## config.mk

```make
export PLATFORM = sky130hd
export DESIGN_NAME = bcd_display_demux
export DESIGN_NICKNAME = d
export VERILOG_FILES = /design/src/rtl/bcd_disp_pkg.sv /design/src/rtl/bcd_seg_decoder.sv /design/src/rtl/bcd_disp_ctrl.sv /design/src/rtl/bcd_disp_datapath.sv /design/src/rtl/bcd_display_demux.sv
export SDC_FILE = /design/constraint.sdc
export NUM_CORES = 1
export LEC_CHECK = 0
export BUFFER_PORTS_ARGS = -buffer_cell sky130_fd_sc_hd__buf_2
export CORE_MARGIN = 4
export CORE_UTILIZATION = 55
export CTS_CLUSTER_DIAMETER = 100
export CTS_CLUSTER_SIZE = 20
export DETAILED_ROUTE_END_ITERATION = 10
export MAX_ROUTING_LAYER = met4
export PLACE_DENSITY_LB_ADDON = 0.15
export SYNTH_ARGS = -nofsm -noshare
export SYNTH_HDL_FRONTEND = slang
export SYNTH_SLANG_ARGS = --single-unit
```

## constraint.sdc

```tcl
create_clock -name clk -period 2.9 [get_ports clk]
set_input_delay 0.58 -clock clk [delete_from_list [all_inputs] [get_ports clk]]
set_output_delay 0.58 -clock clk [all_outputs]
set_load 0.02 [all_outputs]
```

## src/rtl/bcd_disp_pkg.sv

```systemverilog
package bcd_disp_pkg;
  localparam int SLOTS   = 4;
  localparam int NIB_W   = 4;
  localparam int SEG_W   = 7;

  typedef struct packed {
    logic [SLOTS-1:0] capEn;
    logic             commit;
  } dispCtrl_t;

  localparam logic [SEG_W-1:0] HALF_SEGS  = 7'b0000110;
  localparam logic [NIB_W-1:0] STATUS_RST = 4'b1100;
  localparam logic [NIB_W-1:0] DIGIT_RST  = 4'hF;
endpackage

```

## src/rtl/bcd_seg_decoder.sv

```systemverilog
module bcd_seg_decoder
  import bcd_disp_pkg::*;
(
  input  logic [NIB_W-1:0] code,
  output logic [SEG_W-1:0] seg
);
  always_comb begin
    unique case (code)
      4'd0: seg = 7'h3F;
      4'd1: seg = 7'h06;
      4'd2: seg = 7'h5B;
      4'd3: seg = 7'h4F;
      4'd4: seg = 7'h66;
      4'd5: seg = 7'h6D;
      4'd6: seg = 7'h7D;
      4'd7: seg = 7'h07;
      4'd8: seg = 7'h7F;
      4'd9: seg = 7'h6F;
      default: seg = '0;
    endcase
  end
endmodule

```

## src/rtl/bcd_disp_ctrl.sv

```systemverilog
module bcd_disp_ctrl
  import bcd_disp_pkg::*;
#(
  parameter int FLASH_CONV = 2
) (
  input  logic             clk,
  input  logic             rstN,
  input  logic [SLOTS-1:0] digitSel,
  input  logic             eoc,
  input  logic             blankMode,
  input  logic             overRange,
  output dispCtrl_t        ctrl,
  output logic             hide
);
  localparam int CNT_W = $clog2(FLASH_CONV + 1);

  logic             unitsPrev;
  logic             eocPrev;
  logic             eocRise;
  logic             visible;
  logic [CNT_W-1:0] flashCnt;

  assign eocRise     = eoc & ~eocPrev;
  assign ctrl.capEn  = digitSel;
  assign ctrl.commit = unitsPrev & ~digitSel[SLOTS-1];

  always_ff @(posedge clk) begin
    if (!rstN) begin
      unitsPrev <= 1'b0;
      eocPrev   <= 1'b0;
    end else begin
      unitsPrev <= digitSel[SLOTS-1];
      eocPrev   <= eoc;
    end
  end

  // flash window: counts conversions while the reading is overrange
  always_ff @(posedge clk) begin
    if (!rstN || !overRange) begin
      flashCnt <= '0;
      visible  <= 1'b1;
    end else if (eocRise) begin
      if (flashCnt == CNT_W'(FLASH_CONV - 1)) begin
        flashCnt <= '0;
        visible  <= ~visible;
      end else begin
        flashCnt <= flashCnt + 1'b1;
      end
    end
  end

  assign hide = overRange & (blankMode | ~visible);

  p_hide_needs_over_r8: assert property (@(posedge clk) disable iff (!rstN)
    hide |-> overRange);
  p_blank_hides_r9: assert property (@(posedge clk) disable iff (!rstN)
    (overRange && blankMode) |-> hide);
  p_cnt_bound_r8: assert property (@(posedge clk) disable iff (!rstN)
    flashCnt < CNT_W'(FLASH_CONV));
  p_quiet_window_r8: assert property (@(posedge clk) disable iff (!rstN)
    (overRange && !eocRise) |=> (!overRange || $stable(visible)));
endmodule

```

## src/rtl/bcd_disp_datapath.sv

```systemverilog
module bcd_disp_datapath
  import bcd_disp_pkg::*;
(
  input  logic             clk,
  input  logic             rstN,
  input  logic [NIB_W-1:0] bcdBus,
  input  dispCtrl_t        ctrl,
  input  logic             hide,
  output logic             overRange,
  output logic [SEG_W-1:0] segHalf,
  output logic [SEG_W-1:0] segHund,
  output logic [SEG_W-1:0] segTens,
  output logic [SEG_W-1:0] segUnits,
  output logic             signPlus,
  output logic             signMinus
);
  logic [NIB_W-1:0] capReg   [SLOTS];
  logic [NIB_W-1:0] shownReg [SLOTS];
  logic [SEG_W-1:0] segRaw   [SLOTS];

  for (genvar s = 0; s < SLOTS; s++) begin : g_slot
    localparam logic [NIB_W-1:0] RST_V = (s == 0) ? STATUS_RST : DIGIT_RST;

    always_ff @(posedge clk) begin
      if (!rstN) begin
        capReg[s]   <= RST_V;
        shownReg[s] <= RST_V;
      end else begin
        if (ctrl.commit)   shownReg[s] <= capReg[s];
        if (ctrl.capEn[s]) capReg[s]   <= bcdBus;
      end
    end

    if (s == 0) begin : g_status
      assign segRaw[s] = shownReg[s][3] ? '0 : HALF_SEGS;
    end else begin : g_digit
      bcd_seg_decoder u_dec (.code(shownReg[s]), .seg(segRaw[s]));
    end

    p_cap_hold_r1: assert property (@(posedge clk) disable iff (!rstN)
      !ctrl.capEn[s] |=> $stable(capReg[s]));
    p_commit_copy_r2: assert property (@(posedge clk) disable iff (!rstN)
      ctrl.commit |=> shownReg[s] == $past(capReg[s]));
    p_hold_between_r2: assert property (@(posedge clk) disable iff (!rstN)
      !ctrl.commit |=> $stable(shownReg[s]));
  end

  logic statusPos;
  assign statusPos = shownReg[0][2];
  assign overRange = shownReg[0][0] & ~shownReg[0][3];

  assign segHalf   = hide ? '0 : segRaw[0];
  assign segHund   = hide ? '0 : segRaw[1];
  assign segTens   = hide ? '0 : segRaw[2];
  assign segUnits  = hide ? '0 : segRaw[3];
  assign signPlus  = ~hide & statusPos;
  assign signMinus = ~hide & ~statusPos;

  p_sign_excl_r6: assert property (@(posedge clk) disable iff (!rstN)
    !(signPlus && signMinus));
  p_half_shape_r5: assert property (@(posedge clk) disable iff (!rstN)
    (segHalf == '0) || (segHalf == HALF_SEGS));
  p_nondec_dark_r4: assert property (@(posedge clk) disable iff (!rstN)
    (shownReg[3] > 4'd9) |-> (segUnits == '0));
endmodule

```

## src/rtl/bcd_display_demux.sv

```systemverilog
module bcd_display_demux
  import bcd_disp_pkg::*;
#(
  parameter int FLASH_CONV = 2
) (
  input  logic       clk,
  input  logic       rstN,
  input  logic [3:0] bcdBus,
  input  logic [3:0] digitSel,
  input  logic       eoc,
  input  logic       blankMode,
  output logic [6:0] segHalf,
  output logic [6:0] segHund,
  output logic [6:0] segTens,
  output logic [6:0] segUnits,
  output logic       signPlus,
  output logic       signMinus
);
  dispCtrl_t ctrl;
  logic      hide;
  logic      overRange;

  bcd_disp_ctrl #(.FLASH_CONV(FLASH_CONV)) u_ctrl (
    .clk(clk), .rstN(rstN), .digitSel(digitSel), .eoc(eoc),
    .blankMode(blankMode), .overRange(overRange), .ctrl(ctrl), .hide(hide)
  );

  bcd_disp_datapath u_dp (
    .clk(clk), .rstN(rstN), .bcdBus(bcdBus), .ctrl(ctrl), .hide(hide),
    .overRange(overRange), .segHalf(segHalf), .segHund(segHund),
    .segTens(segTens), .segUnits(segUnits), .signPlus(signPlus),
    .signMinus(signMinus)
  );
endmodule

```

After elaboration in Yosys (flattened, before gate mapping)
Memories as Yosys holds them, arrays and structs flattened. Index checks and enable logic that the tools add are counted.

Bits in registers: 5. Memory bits (writable): 32. Bits in read-only memories: 336. Input port bits: 12. Memories kept: 5.

Add/subtract/negate cells: 1. Equality and inequality tests: 1. Multiplexer cells: 30. Bitwise gates (word level): 21. Reduce and logical (&&, ||, !) cells: 4.

Memory list: (name not given) (depth 16, bits a word 7, rd ports 1, clocked after memory_dff 0, write ports 0, RTL line bcd_seg_decoder.sv:8) `unique case (code)`; (name not given) (depth 16, bits a word 7, rd ports 1, clocked after memory_dff 0, write ports 0, RTL line bcd_seg_decoder.sv:8); (name not given) (depth 16, bits a word 7, rd ports 1, clocked after memory_dff 0, write ports 0, RTL line bcd_seg_decoder.sv:8); u_dp.capReg (depth 4, bits a word 4, rd ports 4, clocked after memory_dff 0, write ports 4, RTL line bcd_disp_datapath.sv:17) `logic [NIB_W-1:0] capReg [SLOTS];`; u_dp.shownReg (depth 4, bits a word 4, rd ports 4, clocked after memory_dff 0, write ports 4, RTL line bcd_disp_datapath.sv:18) `logic [NIB_W-1:0] shownReg [SLOTS];`.

Operators by type and width (count): $mux W4 (8); $mux W7 (4); $mux W1 (16); $or A1 B1 Y1 (9); $and A1 B1 Y1 (6); $not A1 Y1 (6); $mux W3 (1); $add A2 B1 Y2 const B (1); $eq A2 B1 Y1 const B (1); $logic_not A1 Y1 (2); $mux W2 (1); $reduce_and A2 Y1 (1); $logic_or A1 B1 Y1 (1).

Logic depth before layout (Yosys ltp)
Depth in word-level cells: 6. Gate-level depth with buffers: 5.

Cells and area by module
Synthesis repeated with hierarchy kept, for this count alone.

Cells, all modules: 206. Area total of the unflattened synthesis: 2252.2 sq um.

Modules (own cells, without submodules): bcd_disp_datapath (instances 1, cells an instance 104, area each 1410.1 sq um); bcd_seg_decoder at u_dp.g_slot[2].g_digit.u_dec ... (instances 2, cells an instance 26, area each 201.4 sq um); bcd_disp_ctrl (instances 1, cells an instance 22, area each 220.2 sq um); bcd_seg_decoder at u_dp.g_slot[1].g_digit.u_dec (instances 1, cells an instance 28, area each 219.0 sq um).

Worst setup path after synthesis
No wires, ideal clock.

Path type: input-to-reg. Start point: input digitSel[3]. End point: memory u_dp.shownReg[0][0], enable pin. Setup time: 0.408 ns. Arrival: 1.699 ns. Required time: 2.492 ns. Setup slack: 0.793 ns. Cell stages on the path: 1. Path through: o21ai_0.

RTL lines: from (decl) (RTL line bcd_display_demux.sv:9) `input logic [3:0] digitSel,`; to (decl) (RTL line bcd_disp_datapath.sv:18).

==> flow_summary.toml <==
[pwr]
worst_ir_drop_vdd_mv = 0.3738
p_int_uw = 798.0
power_frac_seq_pct = 57.2
clkPwrFrac_pct = 33.9
switching_power_uw = 224.3
swShare_pct = 21.94
total_power_uw = 1022
p_comb_share_pct = 8.8
powerDensity_nw_per_um2 = 435.5
leakagePower_uw = 0.001033

[die]
ios = 42
coreArea_sq_um = 3689
std_cell_rows = 22
die_w_um = 70.08
initial_core_util_pct = 57.46
die_area_sq_um = 4911
die_h_um = 70.08

[hold_path]
holdCritStartpoint = "u_dp.capReg[1][0]$_SDFFCE_PN1P_"
hold_path.class = "flip-flop to flip-flop"
whs_endpoint = "u_dp.shownReg[2][0]$_SDFFCE_PN1P_"
hold_path_depth = 1

[synthesis]
ys_top_cells_by_area = "edfxtp_1 43%, ha_1 8.9%, or2_2 5.0%, dfxtp_1 4.7%, buf_4 3.5%"
synth_compound_area_share_pct = 10.63
synth-async-reset-ratio_pct = 0
synth_commonest_cells = "30 x edfxtp_1, 17 x or2_2, 16 x inv_1, 15 x ha_1, 15 x nor2_1"
ys_ff_latch = 35
synth_area_per_cell_sq_um = 10.65
ys_seq_area_share_pct = 47.23
synthMuxAreaShare_pct = 0
synth_top_family_by_area = "simple AND/OR/NAND/NOR gates"
yosysUniqueCellTypes = 37
yosys_most_used_dff = "edfxtp_1"
synth_xor_area_share_pct = 2.066
synth_edf_count = 30
synth_area_leader_cell = "edfxtp_1"
ys_warn_count = 0
synth_most_common_cell = "edfxtp_1"
synth_fa_ha_area_share_pct = 8.855
yosys.area.top_type_share_pct = 42.50
syn_area_sq_um = 2120
synthSimpleGateAreaFrac_pct = 22.61
syn_inst = 199

[clock_network]
cts_hold_buf = 0
cts.path.max_buffers = 2
clkSinkCount = 35
cts-root-buf = "clkbuf_8"
cts_tree = "built"
cts_buffers = 5
postCtsSetupBuffers = 0
worstSkewPairLatency_ns = 0.28
cts-resized-gates = 0
htreeDepth = 2
path_clk_slew_ns = 0.06

[timing]
setup_viol = 0
tns_ns = 0
fmax_mhz = 428.4
hold_violations = 0
slew_headroom_pct = 19.88
rsz0062_at_grt = "false"
skew_ns = 0.004520
period_minus_slack_ns = 2.334
finalMaxSlewViolations = 0
fin_crit_sh_pct = 80.50
tightest_slew_ns = 1.194
fin_ws_ns = 0.5655

[worst_setup_path]
cp.required_ns = 2.32
critPathMaxStageDelay_ns = 0.45
startpoint_type = "flip-flop"
crit_type = "flip-flop to output pin"
regToRegSetupSlack_ns = 1.22
cp.arrival_ns = 1.75
worstReg2RegEnd = "u_dp.shownReg[2][2]$_SDFFCE_PN1P_"
r2r_start = "u_ctrl.unitsPrev$_SDFF_PN0_"
cp_cell_sequence = "inv_1 > ha_1 > or2_0 > a21o_1 > a21oi_1 > buf_2"
cp_max_fo = 6
cp_num_buf_inv = 2
path_delay_family = "flip-flops"
slowest_stage = "edfxtp_1"
cp-end-kind = "output pin"
r2r_cells = 2

[job]
maxCapViolCount = 0

[global_route]
grt_max_degree = 17
grtUsageTotal_pct = 14.94
grt_pass1_wl_um = 5623
antenna_found_initial = 0
first_global_vias = 1352
gr-total-overflow = 0

[placement]
port-buffer-count = 36
dp_slack_ns = 0.8209
placed_area_sq_um = 2256
gp_congestion = 0.7760
dp_hpwl_um = 2631

[detailed_routing]
vias_per_cell = 5.043
vias = 1412
drcViolationCount = 0
antenna_left = 0
dr.pass1.iters = 4
drtIter0Drc = 71
routedWlPerCell_um = 12.08
postRouteWirelength_um = 3383

[finish]
design_area_sq_um = 2347
antenna_cells = 0
final_nets = 258
drive_gt1_share_pct = 28.02
fillers = 304
syn_to_final_growth_pct = 10.74

[outcome]
outcome = "completed"
-- power groups by stage --
stage	logic, uW	clock network, uW	registers [uW]
2_1_floorplan	74.6	0	589
3_3_place_gp	86.6	0	595
3_5_place_dp	91.1	0	596
4_1_cts	91.4	359	585
5_1_grt	100	383	587
6_report	90.0	347	585
-- logic make-up after synthesis --
kind of cell	Yosys count
AOI/OAI and AO/OA	33
and+or+nand+nor	79
buffers and inverters	31
other	1
adders and majority gates	15
DFF	35
xor gates and xnor gates	5
-- registers in the layout, summed over array words and instances (netlist names) --
register and count:
u_ctrl.eocPrev 1, u_ctrl.flashCnt 2, u_ctrl.unitsPrev 1, u_ctrl.visible 1
u_dp.capReg 15, u_dp.shownReg 15
-- layer usage --
metal  global-route usage, %  vias up  wire length (um)
met2                   23.71       40              1639
li1                        -      726                 -
met1                   15.89      638              1440
met5                       -        -                 0
met4                   9.574        0                75
met3                   5.036        8               228
-- worst register-to-register path: stages, from the launching register on --
cell and delay (ns):
dfxtp_1 0.34, inv_1 0.04, o21ai_1 0.90
-- layout make-up --
class | instances | area [sq um] | share of cell area, %
tap | 48 | 60.06 | 2.559
timing repair buffer | 36 | 180.2 | 7.676
clock buffer | 7 | 86.33 | 3.678
sequential | 35 | 1001 | 42.64
inverter | 16 | 60.06 | 2.559
clock inverter | 1 | 5.005 | 0.2132
multi-input combinational | 137 | 954.7 | 40.67
-- per-stage QoR --
| step | std cells | hold slack, ns | util (%) |
|---|---|---|---|
| floorplan | 203 | 0.4610 | - |
| finish | 280 | 0.4940 | 63.64 |
| CTS | 280 | 0.4944 | 63.64 |
| global placement | 272 | 0.4724 | 61.16 |
| detailed placement | 272 | 0.4851 | 61.16 |
| global route | 280 | 0.5109 | 63.64 |
-- placed cells by master, fill, tap and decap left out, drive strengths merged --
master | synthesis | final
xor2 | 4 | 4
o22ai | 3 | 3
a21o | 3 | 3
nor2b | 5 | 5
o22a | 3 | 3
and4 | 1 | 1
nor2 | 15 | 15
a21oi | 9 | 9
o211a | 6 | 6
nand2b | 4 | 4
xnor2 | 1 | 1
ha | 15 | 15
and4bb | 1 | 1
buf | 14 | 36
or2b | 3 | 3
or3b | 3 | 3
o21a | 1 | 1
nand2 | 4 | 4
o21ai | 8 | 8
or2 | 29 | 29
nand3b | 6 | 6
inv | 16 | 16
nand3 | 1 | 1
and2 | 5 | 5
clkbuf | 1 | 7
clkinv | 0 | 1
dfxtp | 5 | 5
conb | 1 | 5
and3 | 2 | 2
edfxtp | 30 | 30
-- worst max path at each step --
stage | start | depth (start not counted) | end
detailed placement | digitSel[3] | 2 | u_dp.shownReg[1][0]$_SDFFCE_PN1P_
global placement | digitSel[3] | 2 | u_dp.shownReg[1][0]$_SDFFCE_PN1P_
finish | u_dp.shownReg[1][1]$_SDFFCE_PN1P_ | 6 | segHund[3]
global route | u_dp.shownReg[0][3]$_SDFFCE_PN1P_ | 4 | segHalf[2]
CTS | u_dp.shownReg[1][1]$_SDFFCE_PN1P_ | 6 | segHund[3]
floorplan | digitSel[3] | 1 | u_dp.shownReg[0][0]$_SDFFCE_PN0P_
No activity file was read; power rests on OpenSTA's default activity.
